**src/rtl/sss_pkg.sv**
```systemverilog
package sss_pkg;
  // What the phase register expects next while a word is in progress.
  typedef enum logic {
    PH_CAPTURE_NEXT = 1'b0,
    PH_LAUNCH_NEXT  = 1'b1
  } phase_e;

  typedef struct packed {
    logic launch;   // falling serial edge: drive next tx bit
    logic capture;  // rising serial edge: sample rx bit
  } shift_ev_t;
endpackage

```
**src/rtl/sss_edge_sync.sv**
```systemverilog
module sss_edge_sync #(
  parameter int STAGES = 2
) (
  input  logic clk,
  input  logic rst_n,
  input  logic din,
  output logic rise,
  output logic fall
);
  localparam int LAST = STAGES;

  logic [LAST:0] sh_q, sh_d;

  always_comb begin
    sh_d = {sh_q[LAST-1:0], din};
  end

  always_ff @(posedge clk or negedge rst_n) begin
    if (!rst_n) sh_q <= '1;
    else        sh_q <= sh_d;
  end

  assign rise = sh_q[LAST-1] & ~sh_q[LAST];
  assign fall = ~sh_q[LAST-1] & sh_q[LAST];
endmodule

```
**src/rtl/sss_phase.sv**
```systemverilog
module sss_phase
  import sss_pkg::*;
(
  input  logic      clk,
  input  logic      rst_n,
  input  logic      ext_mode,
  input  logic      tick,
  input  logic      ext_rise,
  input  logic      ext_fall,
  input  logic      busy,
  input  logic      start,
  output shift_ev_t ev,
  output logic      sclk_out
);
  phase_e ph_q, ph_d;
  logic   sclk_q, sclk_d;
  logic   launch_src, capture_src;

  always_comb begin
    launch_src  = ext_mode ? ext_fall : tick;
    capture_src = ext_mode ? ext_rise : tick;
    ev.launch   = busy & (ph_q == PH_LAUNCH_NEXT)  & launch_src;
    ev.capture  = busy & (ph_q == PH_CAPTURE_NEXT) & capture_src;

    ph_d = ph_q;
    if (start)           ph_d = PH_LAUNCH_NEXT;
    else if (ev.launch)  ph_d = PH_CAPTURE_NEXT;
    else if (ev.capture) ph_d = PH_LAUNCH_NEXT;

    sclk_d = sclk_q;
    if (!busy)                       sclk_d = 1'b1;
    else if (ev.launch && !ext_mode) sclk_d = 1'b0;
    else if (ev.capture)             sclk_d = 1'b1;
  end

  always_ff @(posedge clk or negedge rst_n) begin
    if (!rst_n) begin
      ph_q   <= PH_LAUNCH_NEXT;
      sclk_q <= 1'b1;
    end else begin
      ph_q   <= ph_d;
      sclk_q <= sclk_d;
    end
  end

  assign sclk_out = sclk_q;
endmodule

```
**src/rtl/sss_shift.sv**
```systemverilog
module sss_shift
  import sss_pkg::*;
#(
  parameter int WORD_W = 8
) (
  input  logic              clk,
  input  logic              rst_n,
  input  shift_ev_t         ev,
  input  logic              load,
  input  logic [WORD_W-1:0] tx_byte,
  input  logic              rxd,
  output logic              busy,
  output logic              txd,
  output logic              done,
  output logic [WORD_W-1:0] rx_word
);
  localparam int CNT_W = $clog2(WORD_W + 1);
  localparam logic [CNT_W-1:0] CNT_FULL = CNT_W'(WORD_W);
  localparam logic [CNT_W-1:0] CNT_ONE  = CNT_W'(1);

  logic [WORD_W-1:0] tsr_q, tsr_d, rsr_q, rsr_d;
  logic [CNT_W-1:0]  cnt_q, cnt_d;
  logic              busy_q, busy_d, txd_q, txd_d;

  always_comb begin
    done    = ev.capture & (cnt_q == CNT_ONE);
    rx_word = {rxd, rsr_q[WORD_W-1:1]};

    tsr_d  = tsr_q;
    rsr_d  = rsr_q;
    cnt_d  = cnt_q;
    busy_d = busy_q;
    txd_d  = txd_q;

    if (ev.launch) begin
      txd_d = tsr_q[0];
      tsr_d = tsr_q >> 1;
    end
    if (ev.capture) begin
      rsr_d = rx_word;
      cnt_d = cnt_q - CNT_ONE;
      if (done) begin
        busy_d = 1'b0;
        txd_d  = 1'b1;
      end
    end
    if (load) begin
      tsr_d  = tx_byte;
      cnt_d  = CNT_FULL;
      busy_d = 1'b1;
    end
  end

  always_ff @(posedge clk or negedge rst_n) begin
    if (!rst_n) begin
      tsr_q  <= '0;
      rsr_q  <= '0;
      cnt_q  <= '0;
      busy_q <= 1'b0;
      txd_q  <= 1'b1;
    end else begin
      tsr_q  <= tsr_d;
      rsr_q  <= rsr_d;
      cnt_q  <= cnt_d;
      busy_q <= busy_d;
      txd_q  <= txd_d;
    end
  end

  assign busy = busy_q;
  assign txd  = txd_q;
endmodule

```
**src/rtl/sss_rx_hold.sv**
```systemverilog
module sss_rx_hold #(
  parameter int WORD_W = 8
) (
  input  logic              clk,
  input  logic              rst_n,
  input  logic              done,
  input  logic [WORD_W-1:0] word,
  input  logic              rd,
  output logic [WORD_W-1:0] data,
  output logic              full,
  output logic              ovr
);
  logic [WORD_W-1:0] data_q, data_d;
  logic              full_q, full_d, ovr_q, ovr_d;

  always_comb begin
    data_d = data_q;
    full_d = full_q & ~rd;
    ovr_d  = ovr_q & ~rd;
    if (done) begin
      if (full_d) begin
        ovr_d = 1'b1;
      end else begin
        data_d = word;
        full_d = 1'b1;
      end
    end
  end

  always_ff @(posedge clk or negedge rst_n) begin
    if (!rst_n) begin
      data_q <= '0;
      full_q <= 1'b0;
      ovr_q  <= 1'b0;
    end else begin
      data_q <= data_d;
      full_q <= full_d;
      ovr_q  <= ovr_d;
    end
  end

  assign data = data_q;
  assign full = full_q;
  assign ovr  = ovr_q;
endmodule

```
**src/rtl/sss_sync_shifter.sv**
```systemverilog
module sss_sync_shifter
  import sss_pkg::*;
#(
  parameter int WORD_W      = 8,
  parameter int SYNC_STAGES = 2
) (
  input  logic              clk,
  input  logic              rst_n,
  input  logic              ext_mode,
  input  logic              tick,
  input  logic              ext_sclk,
  input  logic              rxd,
  input  logic [WORD_W-1:0] tx_byte,
  input  logic              tx_valid,
  input  logic              tx_en,
  input  logic              tei_en,
  input  logic              rx_read,
  output logic              tx_ready,
  output logic              txd,
  output logic              sclk_out,
  output logic [WORD_W-1:0] rx_data,
  output logic              rx_full,
  output logic              rx_ovr,
  output logic              tx_end,
  output logic              tx_irq
);
  shift_ev_t         ev;
  logic              ext_rise, ext_fall;
  logic              busy, word_done, load, start;
  logic [WORD_W-1:0] rx_word;
  logic              tend_q, tend_d;

  sss_edge_sync #(.STAGES(SYNC_STAGES)) i_sync (
    .clk(clk), .rst_n(rst_n), .din(ext_sclk), .rise(ext_rise), .fall(ext_fall)
  );

  sss_phase i_phase (
    .clk(clk), .rst_n(rst_n), .ext_mode(ext_mode), .tick(tick),
    .ext_rise(ext_rise), .ext_fall(ext_fall), .busy(busy), .start(start),
    .ev(ev), .sclk_out(sclk_out)
  );

  sss_shift #(.WORD_W(WORD_W)) i_shift (
    .clk(clk), .rst_n(rst_n), .ev(ev), .load(load), .tx_byte(tx_byte),
    .rxd(rxd), .busy(busy), .txd(txd), .done(word_done), .rx_word(rx_word)
  );

  sss_rx_hold #(.WORD_W(WORD_W)) i_rx (
    .clk(clk), .rst_n(rst_n), .done(word_done), .word(rx_word), .rd(rx_read),
    .data(rx_data), .full(rx_full), .ovr(rx_ovr)
  );

  always_comb begin
    load   = tx_en & tx_valid & (~busy | word_done);
    start  = load;
    tend_d = tend_q;
    if (load)           tend_d = 1'b0;
    else if (word_done) tend_d = 1'b1;
  end

  always_ff @(posedge clk or negedge rst_n) begin
    if (!rst_n) tend_q <= 1'b0;
    else        tend_q <= tend_d;
  end

  assign tx_ready = load;
  assign tx_end   = tend_q;
  assign tx_irq   = tend_q & tei_en;
endmodule

```
**config.mk**
```make
export PLATFORM = sky130hd
export DESIGN_NAME = sss_sync_shifter
export DESIGN_NICKNAME = d
export VERILOG_FILES = /design/src/rtl/sss_pkg.sv /design/src/rtl/sss_edge_sync.sv /design/src/rtl/sss_phase.sv /design/src/rtl/sss_shift.sv /design/src/rtl/sss_rx_hold.sv /design/src/rtl/sss_sync_shifter.sv
export SDC_FILE = /design/constraint.sdc
export NUM_CORES = 1
export LEC_CHECK = 0
export BUFFER_PORTS_ARGS = -buffer_cell sky130_fd_sc_hd__buf_2
export CAP_MARGIN = 20
export CORE_MARGIN = 4
export CORE_UTILIZATION = 40
export CTS_BUF_LIST = sky130_fd_sc_hd__clkbuf_2
export DETAILED_ROUTE_END_ITERATION = 12
export GPL_TIMING_DRIVEN = 0
export PLACE_DENSITY_LB_ADDON = 0.25
export SYNTH_ARGS = -nofsm -noshare
export SYNTH_HDL_FRONTEND = slang
export SYNTH_SLANG_ARGS = --single-unit
```
**constraint.sdc**
```tcl
create_clock -name clk -period 3.45 [get_ports clk]
set_input_delay 0.345 -clock clk [delete_from_list [all_inputs] [get_ports clk]]
set_output_delay 0.345 -clock clk [all_outputs]
set_load 0.05 [all_outputs]
```
=== Word level (Yosys, flattened, before mapping) ===
Index checks and enable logic that the tools add are counted.

* Register bits: 38
* Bits of input ports: 18
* Output and inout bits: 15
* Word-level logic and storage cells: 64

* Add/subtract/negate cells: 1
* Eq/ne operators: 2
* Muxes and demuxes: 22
* Bitwise logic cells: 19
* Reductions and logical operators: 8

{| class="wikitable"
|+ Operators by type and width
! cell !! count
|-
| $mux W1 || 18
|-
| $mux W8 || 2
|-
| $and A1 B1 Y1 || 12
|-
| $mux W4 || 2
|-
| $not A1 Y1 || 6
|-
| $reduce_bool A2 Y1 || 3
|-
| $eq A4 B1 Y1 const B || 1
|-
| $reduce_and A2 Y1 || 2
|-
| $sub A4 B1 Y4 const B || 1
|-
| $ne A3 B2 Y1 const B || 1
|-
| $reduce_bool A3 Y1 || 1
|-
| $logic_and A1 B1 Y1 || 1
|-
| $logic_not A1 Y1 || 1
|-
| $or A1 B1 Y1 || 1
|}

=== Logic depth before layout (Yosys ltp) ===
* Depth after elaboration: 9
* Mapped depth: 8

=== Cells and area by module ===
Synthesis repeated with hierarchy kept, for this count alone.

* Cell total of the unflattened synthesis: 124
* Area total of the unflattened synthesis: 1644.1 um2

{| class="wikitable"
|+ By module, submodules not included
! module !! times used !! cells each !! area an instance (um2) !! sequential area each (um2)
|-
| sss_shift || 1 || 77 || 952.2 || 526.8
|-
| sss_rx_hold || 1 || 23 || 411.6 || 250.2
|-
| sss_phase || 1 || 13 || 130.1 || 52.6
|-
| sss_edge_sync || 1 || 5 || 93.8 || 78.8
|-
| sss_sync_shifter || 1 || 6 || 56.3 || 25.0
|}

=== Least setup slack after synthesis ===
OpenSTA, ideal clock, no wires.

* Path type: register to output
* Start point: register i_shift.cnt_q[1]
* End point: output port tx_ready
* Arrival: 1611 ps
* Data required time: 3105 ps
* Setup slack: 1494 ps
* Cell stages (with the launch flop): 8
* Cells stage by stage: dfrtp_1 > inv_1 > ha_1 > or3b_1 > a211oi_2 > nor2_1 > inv_1 > buf_4

* Word-level cells in the longest chain between the ends: 4

{| class="wikitable"
|+ RTL lines
! what !! RTL line !! source
|-
| start: declaration || sss_shift.sv:22 || <nowiki>logic [CNT_W-1:0] cnt_q, cnt_d;</nowiki>
|-
| start signal: assignment || sss_shift.sv:64 || <nowiki>cnt_q <= cnt_d;</nowiki>
|-
| $eq A4 B1 Y1 || sss_shift.sv:26 || <nowiki>done = ev.capture & (cnt_q == CNT_ONE);</nowiki>
|-
| $and A1 B1 Y1 || sss_shift.sv:26 ||
|-
| $or A1 B1 Y1 || sss_sync_shifter.sv:54 || <nowiki>load = tx_en & tx_valid & (~busy | word_done);</nowiki>
|-
| $and A1 B1 Y1 || sss_sync_shifter.sv:54 ||
|-
| end: declaration || sss_sync_shifter.sv:18 || <nowiki>output logic tx_ready,</nowiki>
|}

Every way passes these cells.

=== Worst setup path in the final report ===
Ends and elaborated chain as after synthesis.

==> results_dict.tcl <==
set metrics [dict create \
    grt_pass1_vias 1163 \
    overflow 0 \
    port_buffers 32 \
    leakage_nw 0.916 \
    clk_latency_ns 0.38 \
    synth_compound_area_share_pct 11.3 \
    post_cts_resized 0 \
    grt_pass1_wl_um 5310 \
    r2r_cells 8 \
    yosys_warnings 0 \
    fin_crit_sh_pct 80.1 \
    synthAdderAreaFrac_pct 1.57 \
    multi_input_area_um2 614 \
    vdd_drop_max_mv 0.393 \
    insertedDiodeCount 0 \
    synthCells 123 \
    final_antenna_net_count 0 \
    maxCapViolations 0 \
    yosysTopAreaCellShare_pct 48.8 \
    r2r-end "i_shift.tsr_q[2]" \
    synthFlopType "dfrtp_1" \
    root_buffer "clkbuf_2" \
    drc 0 \
    ys_seq_area_share_pct 58.7 \
    die_w_um 71.0 \
    die_h_um 71.0 \
    drt_iter0_drc 61 \
    ioPinCount 33 \
    first_pass_iters 4 \
    path_cells "inv_1 -> ha_1 -> or3b_1 -> a211oi_2 -> nor2_1 -> inv_1 -> buf_4 -> buf_2" \
    synth_edf_count 0 \
    grt_setup_unrepaired "false" \
    synth_top_family_by_area "simple AND/OR/NAND/NOR gates" \
    setup_viol 0 \
    cts_max_level 2 \
    synth_xor_area_share_pct 1.65 \
    crit_top_cell "inv_1" \
    max_freq_ghz 0.362 \
    die_area_mm2 0.00505 \
    required_ns 3.11 \
    register_area_um2 933 \
    vias_per_cell 5.01 \
    max_slew.worst_pin.slew_ns 0.803 \
    start_util_pct 42.4 \
    crit_arrival_ns 2.42 \
    finalClockSkew_ns 0.0159 \
    syn_nets 143 \
    async_reset_ff_share_pct 100 \
    worstSetupPathType "reg -> out" \
    cts_tree "built" \
    endpoint_kind "primary output" \
    yosys.area_share.simple_pct 12.8 \
    critical_path_peak_fanout 10 \
    hp-class "in -> async" \
    wl_per_cell_um 14.3 \
    antenna_found_initial 0 \
    fin_nets 183 \
    hpwl_um 2140 \
    final.setup.tns_ns 0 \
    cts_buffers 5 \
    synth_area_leaders "dfrtp_1 49%, mux2_2 11%, dfstp_2 9.9%" \
    cts_buffer_depth 2 \
    num_vias 1063 \
    synth_top_area_cell "dfrtp_1" \
    slew_headroom_pct 46.5 \
    drive_gt1_share_pct 41.5 \
    ctsHoldBuffers 0 \
    synthMuxAreaShare_pct 11.3 \
    cts_sinks 37 \
    cp-start-kind "flop" \
    power_density_mw_per_mm2 805 \
    gp_congestion 0.761 \
    clk_pin_slew_ns 0.18 \
    reg2reg_from "i_shift.cnt_q[1]" \
    synth_area_mm2 0.00159 \
    placementRows 22 \
    coreArea_mm2 0.00374 \
    fill_cells 351 \
    power_mw 1.50 \
    slew_violations 0 \
    critPathLaunch "i_shift.cnt_q[1]" \
    crit_slowest_cell "dfrtp_1" \
    cp_slowest_stage_delay_ns 0.42 \
    grt_max_degree 38 \
    totalWireLength_um 3040 \
    grtUsageTotal_pct 13.6 \
    r2r_slack_ns 1.47 \
    syn2layout_area_growth_pct 16.9 \
    status "finished clean" \
    post_cts.repair.setup_buffers 0 \
    hold_viol 0 \
    ys_types 29 \
    synth.avg_cell_area_um2 12.9 \
    min_period_ns 2.76 \
    ys_seq_elements 37 \
]
layout make-up:
cell class | instances | area share, %
multi-input cells | 78 | 33.1
clock inverters | 1 | 0.202
plain buffers | 4 | 1.41
clock buffers | 7 | 1.89
inverters | 4 | 0.808
well taps | 48 | 3.23
flip-flops and latches | 37 | 50.2
repair buffers | 33 | 9.16
cell families after synthesis:
| group | Yosys count |
|---|---|
| AOI/OAI and AO/OA | 21 |
| xor gates and xnor gates | 3 |
| adders and majority gates | 2 |
| buffers and inverters | 8 |
| DFF | 37 |
| muxes | 16 |
| and+or+nand+nor | 36 |
registers in the layout, summed over array words and instances (netlist names):
signal and count:
i_rx.data 8, i_rx.full 1, i_shift.cnt_q 4, i_sync.sh_q 3
i_rx.ovr 1, i_phase.ph_q 1, i_shift.rsr_q 7, i_shift.txd 1
tx_end 1, i_phase.sclk_out 1, i_shift.tsr_q 8, i_shift.busy 1
synth_stat cells, types with 3 or more instances:
cell type and n:
a221o_1 7, inv_1 4, xnor2_1 3, and2_1 8
buf_4 3, nand2b_1 3, nor2_1 8, mux2_2 15
nand2_1 9, a21oi_1 4, dfstp_2 6, dfrtp_1 31
o21ai_0 3
how the worst max path moves through the flow:
stage | end | depth (start not counted)
2_1_floorplan | tx_ready | 7
3_3_place_gp | tx_ready | 8
3_5_place_dp | tx_ready | 8
4_1_cts | tx_ready | 8
5_1_grt | tx_ready | 8
6_report | tx_ready | 8
report_power, final:
part	switching [mW]	internal, mW
logic	0.364	0.225
registers	0.109	0.608
clock network	0.136	0.0543
per-layer routing:
layer / global-route usage (%) / vias up / wire (um)
met3: 5.97 / 8 / 213
met1: 16.3 / 518 / 1350
met2: 21.1 / 26 / 1410
met4: 6.26 / 0 / 63
li1: - / 511 / -
met5: 0 / - / 0
layout by cell type, fill, tap and decap left out, drive strengths merged:
cell         netlist  routed
a2111oi            1       1
a211oi             4       4
a21o               1       1
a21oi              4       4
a221o              7       7
a31oi              1       1
and2               8       8
buf                3      35
clkbuf             1       8
clkinv             0       1
dfrtp             31      31
dfstp              6       6
dlygate4sd3        0       1
ha                 2       2
inv                4       4
mux2              15      15
mux2i              1       1
nand2              9       9
nand2b             3       3
nand3              1       1
nand3b             3       3
nor2               8       8
nor3               1       1
nor3b              1       1
o21ai              3       3
or3                1       1
or3b               1       1
xnor2              3       3
metrics by stage:
stage          utilization (%)  std cells  hold slack (ns)  worst slack, ns  area [um2]
4_1_cts                   49.4        211           0.0208            0.656        1850
3_5_place_dp              48.3        203            0.351             1.10        1810
5_1_grt                   49.6        212           0.0419            0.484        1860
2_1_floorplan                -        123           0.0494             1.49        1590
3_3_place_gp              48.3        203            0.348             1.13        1810
6_report                  49.6        212           0.0193            0.686        1860
worst max-delay path: cells and delay by family, from the launching register on:
kind,cells,cell delay [ns]
adder cells (fa/ha/maj),1,0.15
flip-flops,1,0.42
AO/OA/AOI/OAI,1,0.26
buffers and inverters,4,0.70
AND/OR/NAND/NOR,2,0.50
No activity file was read; power rests on OpenSTA's default activity.
